File: config.mk
export PLATFORM = sky130hd
export DESIGN_NAME = lookahead_adder16
export DESIGN_NICKNAME = d
export VERILOG_FILES = /design/src/rtl/cla_pkg.sv /design/src/rtl/cla_bit_pg.sv /design/src/rtl/cla_group.sv /design/src/rtl/cla_lookahead.sv /design/src/rtl/lookahead_adder16.sv
export SDC_FILE = /design/constraint.sdc
export NUM_CORES = 1
export LEC_CHECK = 0
export BUFFER_PORTS_ARGS = -buffer_cell sky130_fd_sc_hd__buf_2
export CAP_MARGIN = 20
export CORE_MARGIN = 2
export CORE_UTILIZATION = 47
export DETAILED_ROUTE_END_ITERATION = 7
export GPL_TIMING_DRIVEN = 1
export MAX_ROUTING_LAYER = met4
export PLACE_DENSITY = 0.81
export SETUP_SLACK_MARGIN = 0.1
export SYNTH_ARGS = -nofsm -noshare
export SYNTH_HDL_FRONTEND = slang
export SYNTH_SLANG_ARGS = --single-unit
File: constraint.sdc
create_clock -name vclk -period 2.6
set_clock_uncertainty 0.1 [all_clocks]
set_input_delay 0.39 -clock vclk [all_inputs]
set_output_delay 0.39 -clock vclk [all_outputs]
set_load 0.1 [all_outputs]
File: src/rtl/cla_pkg.sv
// Package cla_pkg
// Holds the sizing constants and a flat carry-expansion function shared by
// the adder groups. Assumes two-state operands.
package cla_pkg;
    localparam int GRP_W  = 4;
    localparam int N_GRP  = 4;
    localparam int DATA_W = GRP_W * N_GRP;

    // Returns carries c[0]..c[GRP_W]. Each carry is a flat OR of products
    // of generate/propagate terms; no carry depends on another carry.
    function automatic logic [GRP_W:0] expand_carries(
        input logic [GRP_W-1:0] gen,
        input logic [GRP_W-1:0] prop,
        input logic             cin
    );
        logic [GRP_W:0] c;
        logic           term;
        c    = '0;
        c[0] = cin;
        for (int j = 0; j < GRP_W; j++) begin
            for (int k = 0; k <= j; k++) begin
                term = gen[k];
                for (int m = k + 1; m <= j; m++) term = term & prop[m];
                c[j+1] = c[j+1] | term;
            end
            term = cin;
            for (int m = 0; m <= j; m++) term = term & prop[m];
            c[j+1] = c[j+1] | term;
        end
        return c;
    endfunction
endpackage

File: src/rtl/cla_bit_pg.sv
// Module cla_bit_pg
// Forms the per-bit generate (a AND b) and propagate (a OR b) terms.
// Assumes: purely combinational, two-state inputs.
module cla_bit_pg #(
    parameter int W = 16
) (
    input  logic [W-1:0] a_i,
    input  logic [W-1:0] b_i,
    output logic [W-1:0] gen_o,
    output logic [W-1:0] prop_o
);
    for (genvar i = 0; i < W; i++) begin : g_bit
        assign gen_o[i]  = a_i[i] & b_i[i];
        assign prop_o[i] = a_i[i] | b_i[i];
    end

    // Check: a bit that generates must also propagate.
    always_comb begin
        a_r3_gen_within_prop: assert ((gen_o & ~prop_o) == '0)
            else $error("R3: generate set without propagate");
    end
endmodule

File: src/rtl/cla_group.sv
// Module cla_group
// One 4-bit lookahead group. It expands every internal carry flat from the
// bit terms and its carry-in, forms the sum bits, and reduces the bit terms
// to a group generate and a group propagate.
// Assumes: carry-in comes from the second lookahead level.
module cla_group
    import cla_pkg::*;
(
    input  logic [GRP_W-1:0] gen_i,
    input  logic [GRP_W-1:0] prop_i,
    input  logic             cin_i,
    output logic [GRP_W-1:0] sum_o,
    output logic             grp_gen_o,
    output logic             grp_prop_o
);
    logic [GRP_W:0] carries;
    logic [GRP_W:0] carries_nocin;
    logic [GRP_W-1:0] half_sum;

    // Flat internal carries, with and without the group carry-in.
    always_comb begin
        carries       = expand_carries(gen_i, prop_i, cin_i);
        carries_nocin = expand_carries(gen_i, prop_i, 1'b0);
    end

    // a XOR b equals propagate AND NOT generate.
    assign half_sum   = prop_i & ~gen_i;
    assign sum_o      = half_sum ^ carries[GRP_W-1:0];
    assign grp_gen_o  = carries_nocin[GRP_W];
    assign grp_prop_o = &prop_i;

    // Check: the group's own carry-out agrees with its reduced G/P terms.
    always_comb begin
        a_r7_group_terms: assert (carries[GRP_W] == (grp_gen_o | (grp_prop_o & cin_i)))
            else $error("R7: group carry-out disagrees with group G/P");
    end
endmodule

File: src/rtl/cla_lookahead.sv
// Module cla_lookahead
// Second lookahead level. It forms the carry into every group and the final
// carry-out flat from the group terms and c0, and it exports block-level
// generate and propagate terms for a further lookahead level.
// Assumes: the group terms are already resolved.
module cla_lookahead #(
    parameter int N = 4
) (
    input  logic [N-1:0] grp_gen_i,
    input  logic [N-1:0] grp_prop_i,
    input  logic         cin_i,
    output logic [N-1:0] grp_cin_o,
    output logic         cout_o,
    output logic         blk_gen_o,
    output logic         blk_prop_o
);
    logic [N:0] c;
    logic       bg;

    // Flat carry into each group and the block generate.
    always_comb begin
        logic term;
        c    = '0;
        bg   = 1'b0;
        c[0] = cin_i;
        for (int j = 0; j < N; j++) begin
            for (int k = 0; k <= j; k++) begin
                term = grp_gen_i[k];
                for (int m = k + 1; m <= j; m++) term = term & grp_prop_i[m];
                c[j+1] = c[j+1] | term;
                if (j == N - 1) bg = bg | term;
            end
            term = cin_i;
            for (int m = 0; m <= j; m++) term = term & grp_prop_i[m];
            c[j+1] = c[j+1] | term;
        end
    end

    assign grp_cin_o  = c[N-1:0];
    assign cout_o     = c[N];
    assign blk_gen_o  = bg;
    assign blk_prop_o = &grp_prop_i;

    // Check: the carry-out follows the block terms.
    always_comb begin
        a_r5_prop_passes_cin: assert (!(blk_prop_o && cin_i) || cout_o)
            else $error("R5: full propagate lost the carry-in");
        a_r4_no_prop_means_gen: assert (blk_prop_o || (cout_o == blk_gen_o))
            else $error("R4: carry-out differs from block generate");
    end
endmodule

File: src/rtl/lookahead_adder16.sv
// Module lookahead_adder16
// Top level of the 16-bit two-level lookahead adder. Bit terms feed four
// groups; the second level supplies each group carry-in directly.
// Assumes: purely combinational; no clock or reset.
module lookahead_adder16
    import cla_pkg::*;
(
    input  logic [15:0] op_a,
    input  logic [15:0] op_b,
    input  logic        carry_in,
    output logic [15:0] sum_o,
    output logic        carry_out,
    output logic        blk_prop,
    output logic        blk_gen
);
    logic [DATA_W-1:0] bit_gen;
    logic [DATA_W-1:0] bit_prop;
    logic [N_GRP-1:0]  grp_gen;
    logic [N_GRP-1:0]  grp_prop;
    logic [N_GRP-1:0]  grp_cin;

    cla_bit_pg #(.W(DATA_W)) u_pg (
        .a_i    (op_a),
        .b_i    (op_b),
        .gen_o  (bit_gen),
        .prop_o (bit_prop)
    );

    for (genvar g = 0; g < N_GRP; g++) begin : g_grp
        cla_group u_grp (
            .gen_i      (bit_gen[g*GRP_W +: GRP_W]),
            .prop_i     (bit_prop[g*GRP_W +: GRP_W]),
            .cin_i      (grp_cin[g]),
            .sum_o      (sum_o[g*GRP_W +: GRP_W]),
            .grp_gen_o  (grp_gen[g]),
            .grp_prop_o (grp_prop[g])
        );
    end

    cla_lookahead #(.N(N_GRP)) u_la (
        .grp_gen_i  (grp_gen),
        .grp_prop_i (grp_prop),
        .cin_i      (carry_in),
        .grp_cin_o  (grp_cin),
        .cout_o     (carry_out),
        .blk_gen_o  (blk_gen),
        .blk_prop_o (blk_prop)
    );

    // Check: the lookahead result equals a plain 17-bit addition.
    always_comb begin
        a_r1_total_matches: assert ({carry_out, sum_o} ==
                                    ({1'b0, op_a} + {1'b0, op_b} + {16'd0, carry_in}))
            else $error("R1: lookahead total differs from addition");
    end
endmodule

==> summary.md, run 1 <==
| Metric | Value |
|---|---|
| Outcome | did not finish |
| Halt Stage | clock tree synthesis (4_1_cts) |
| Stop err | [ERROR DPL-0038] Utilization greater than 100%, impossible to legalize |
| IO Pins | 52 |
| Post-CTS sizing | between 80 and 90 |
| Routability-driven placement congestion ratio | approximately 0.80 |
| Synth warn | 0 |
| Distinct cells, synth | 44 |
| Syn avg cell area | around 7.5 um^2 |
| Synth area leader | ha_1 |
| Compound-Gate Fraction of Synth Area | a little under a fifth |
| Post-synthesis sequential area ratio | 0% |
| Top cells by area, synth | ha_1, inv_1, fa_1 |
| Pre-CTS WS | -385 ps |
| Main combinational cell family by area after synthesis | adder cells |
| Post-CTS Setup Inserts | 14 |
| Xor/xnor share of the synthesized area | roughly 5.5% |
| Syn_nets | 238 |
| Adder-Cell Fraction of Synth Area | between 30% and 40% |
| Initial Utilization | between 50 and 60% |
| Dpl hpwl | 5160 um |
| Syn Inst Count | 169 |
| Mapped Area | roughly 1300 um^2 |
| Synth top area share | a little under a third |
| FP Rows | 18 |
| Die Width | roughly 56 um |
| Post-Synth Simple-Gate Area | roughly 23% |
| Post-cts hold buffer count | 0 |
| Chip height | approximately 56 um |
| Mux contribution to synthesized area | around 1.7% |
| Port bufs | 52 |
synth_stat cells (all sizes together) (2+ instances only):
cell	number
nand2b	5
and3	3
xor2	4
or2	3
a31oi	2
a311oi	2
nor2	14
o21a	2
nand3	3
o21ai	4
a21oi	4
o211ai	2
nor2b	4
inv	46
nor4	3
fa	4
ha	32
nand2	3
o2111ai	2
xnor2	4
or4	2
nand4	3
cells by family after synthesis:
family / Yosys count
buf+inv: 46
compound gates: 29
simple gates: 48
mux: 2
fa+ha+maj: 36
xor+xnor: 8
stage by stage:
| stage | std cells | utilization [%] | setup TNS (ps) | instance area [um^2] |
|---|---|---|---|---|
| after global placement | 289 | 96.9 | -1090 | 2440 |
| after detailed placement | 289 | 96.9 | -2330 | 2440 |
| after floorplan | 169 | - | -1230 | 1670 |
==> run 2: changes to the inputs <==
--- a/config.mk
+++ b/config.mk
@@ -7,13 +7,11 @@
 export LEC_CHECK = 0
 export BUFFER_PORTS_ARGS = -buffer_cell sky130_fd_sc_hd__buf_2
 export CAP_MARGIN = 20
-export CORE_MARGIN = 2
-export CORE_UTILIZATION = 47
+export CORE_AREA = 2 2 63 65
 export DETAILED_ROUTE_END_ITERATION = 7
+export DIE_AREA = 0 0 65 67
 export GPL_TIMING_DRIVEN = 1
-export MAX_ROUTING_LAYER = met4
-export PLACE_DENSITY = 0.81
-export SETUP_SLACK_MARGIN = 0.1
+export PLACE_DENSITY_LB_ADDON = 0.15
 export SYNTH_ARGS = -nofsm -noshare
 export SYNTH_HDL_FRONTEND = slang
 export SYNTH_SLANG_ARGS = --single-unit
==> constraint.sdc (replaced) <==
create_clock -name vclk -period 3.4
set_clock_uncertainty 0.1 [all_clocks]
set_input_delay 0.51 -clock vclk [all_inputs]
set_output_delay 0.51 -clock vclk [all_outputs]
set_load 0.1 [all_outputs]
==> run 2 against run 1 <==
Effect of this change:
- the flow now finishes without violations
- synthesized area stayed put
- synthesized cell count did not move
==> summary.md, run 2 <==
| Metric | Value |
|---|---|
| Outcome | finished, final reports clean |
| Die Area | 4360 um^2 |
| Final WL | between 2000 and 3000 um |
| Chip height | 67 um (+20%) |
| Fin. Hold Viols | 0 |
| Rel. slew slack | between 60% and 70% |
| Internal Pwr Total | approximately 190 uW |
| Min Tclk post-route | 3210 ps |
| Cell Pwr Density | about 370 nW/um^2 |
| Post-cts hold buffer count | 0 (unchanged) |
| Setup CP Type | input pin to primary output |
| Synth top area share | 31.7% (unchanged) |
| WL met3 | 132 um |
| Initial DRT Pass Iterations | 4 |
| Clk pwr share | 0% |
| Flop pwr share | 0% |
| Synth area leader | ha_1 |
| Final TNS setup | 0 ps |
| Distinct cells, synth | 44 (unchanged) |
| Top cells by area, synth | ha_1, inv_1, fa_1 |
| Mapped Area | 1260 um^2 (unchanged) |
| Comb power frac | 100.0% |
| Post-synthesis sequential area ratio | 0% (unchanged) |
| Syn_nets | 238 (unchanged) |
| DRC viols | 0 |
| Highest metal used | met3 |
| Syn avg cell area | 7.48 um^2 (unchanged) |
| Fmax | approximately 0.31 GHz |
| Psw | about 470 uW |
| Port bufs | 52 (unchanged) |
| Via count | ~1300 |
| Sequential cell area | 0 um^2 |
| Largest net degree at the start of global routing | 7 |
| Max Cap Viol | 0 |
| Die Width | 65 um (+16%) |
| Arrival time worst endpoint | between 2000 and 3000 ps |
| Measured slew at the worst slew-check pin | ~500 ps |
| Routed vias/inst | 4.61 |
| Synth warn | 0 (unchanged) |
| Fill cells | between 300 and 400 |
| Switching power share of the total | between 70% and 80% |
| IO Pins | 52 (unchanged) |
| Net count reported at finish | roughly 300 |
| Ant diodes | 0 |
| Initial Utilization | 35.0% (-15 points) |
| Final-layout clock buffer total | 0 |
| Post-route insts no fill | between 200 and 300 |
| Count of pins over their slew limit | 0 |
| Syn Inst Count | 169 (unchanged) |
| Overall Global Routing Usage | approximately an eighth |
| Routability-driven placement congestion ratio | 0.806 (+0.35%) |
| Post-route setup slack | 187 ps |
| Hold Path Class | input pin to primary output |
| Placeable Area | approximately 3600 um^2 |
| Final setup fails | 0 |
| M1 WL | ~1400 um |
| First-pass GRT wire length | between 4000 and 5000 um |
| Number of DRC markers in iteration 0 | 20 |
| Most frequent cell after synthesis | inv_1 |
| Final Util | roughly 49% |
| Most frequent cells in the layout | inv_1, buf_2, ha_1, nor2_1, buf_12 |
| Dpl hpwl | 2450 um (-53%) |
| Peak supply drop | approximately 0.24 mV |
| Tot Pwr | between 600 and 700 uW |
| Total global routing overflow | 0 |
| Area growth syn-to-layout | 41.1% |
| WP data required | ~2800 ps |
| Placed instance count | 271 (-6.2%) |
| Area of the multi-input gates | 1180 um^2 |
| CP Launch Type | input pin |
| FP Rows | 22 (+4) |
| DR WL/cell | 9.91 um |
| Post-route ant nets | 0 |
| Largest fanout on the critical path | 4 |
| Leak | 0.000970 uW |
| Initial antenna violation count | 0 |
| Share of layout cells above drive strength 1 | 33.5% |
| Top post-synthesis cells by count | inv_1, ha_1, nor2_1, nand2b_1 |
| CP endpoint kind | primary output |
| Met2 Wirelength | approximately 1200 um |
| Flip-flop and latch count | 0 |
| Pre-CTS WS | 113 ps (+499 ps) |
| Vias in the first global route | 1107 |
| RSZ-0062 raised after global routing | false |
| Final Cycle Share | approximately 94% |
-- run 2: logic make-up (layout without fill, tap and decap cells) --
kind of cell,Yosys count,in the layout,synth area share (%)
AO/OA/AOI/OAI,29,29,18.5
XOR/XNOR,8,8,5.54
adder cells (fa/ha/maj),36,36,38.0
buffers and inverters,46,101,13.7
multiplexers,2,2,1.68
AND/OR/NAND/NOR,48,48,22.6
-- run 2: metrics by stage --
step,area (um^2),hold WS [ps]
after floorplan,1350,1400
after global placement,1770,1430
after detailed placement,1770,1440
after CTS,1770,1440
after global routing,1780,1440
final,1780,1430
-- run 2: final timing paths --
kind / startpoint / cells after the start / endpoint / slack (ps)
worst min-delay path: op_b[8] / 3 / sum_o[8] / 1430
worst max-delay path: op_a[0] / 11 / sum_o[9] / 190
-- run 2: power groups by stage --
stage	Combinational, uW	Sequential [uW]	Clock, uW
floorplan	512	0	0
global placement	667	0	0
detailed placement	667	0	0
CTS	669	0	0
global route	702	0	0
finish	668	0	0
-- run 2: critical path: stages --
cell	delay [ps]
buf_2	100
ha_1	210
nor2b_1	140
o21a_1	180
o21a_1	220
nor2_2	190
inv_1	80
buf_4	160
fa_1	440
xor2_4	180
buf_12	190
-- run 2: what timing repair did --
action	4_1_cts	5_1_grt
buffers inserted	0	1
gates resized for setup	0	2
setup endpoints to repair	0	2
-- run 2: layer usage --
layer	GRT usage, %	vias up
li1	-	663
met1	17.9	561
met2	21.3	31
met3	1.01	0
met4	0	0
met5	0	-
-- run 2: cell type report --
| type | count | area share (%) |
|---|---|---|
| Inverter | 46 | 9.68 |
| Tap cell | 48 | 3.37 |
| Multi-Input combinational cell | 123 | 66.0 |
| Timing Repair Buffer | 55 | 20.9 |
(Power assumes the default switching activity.)
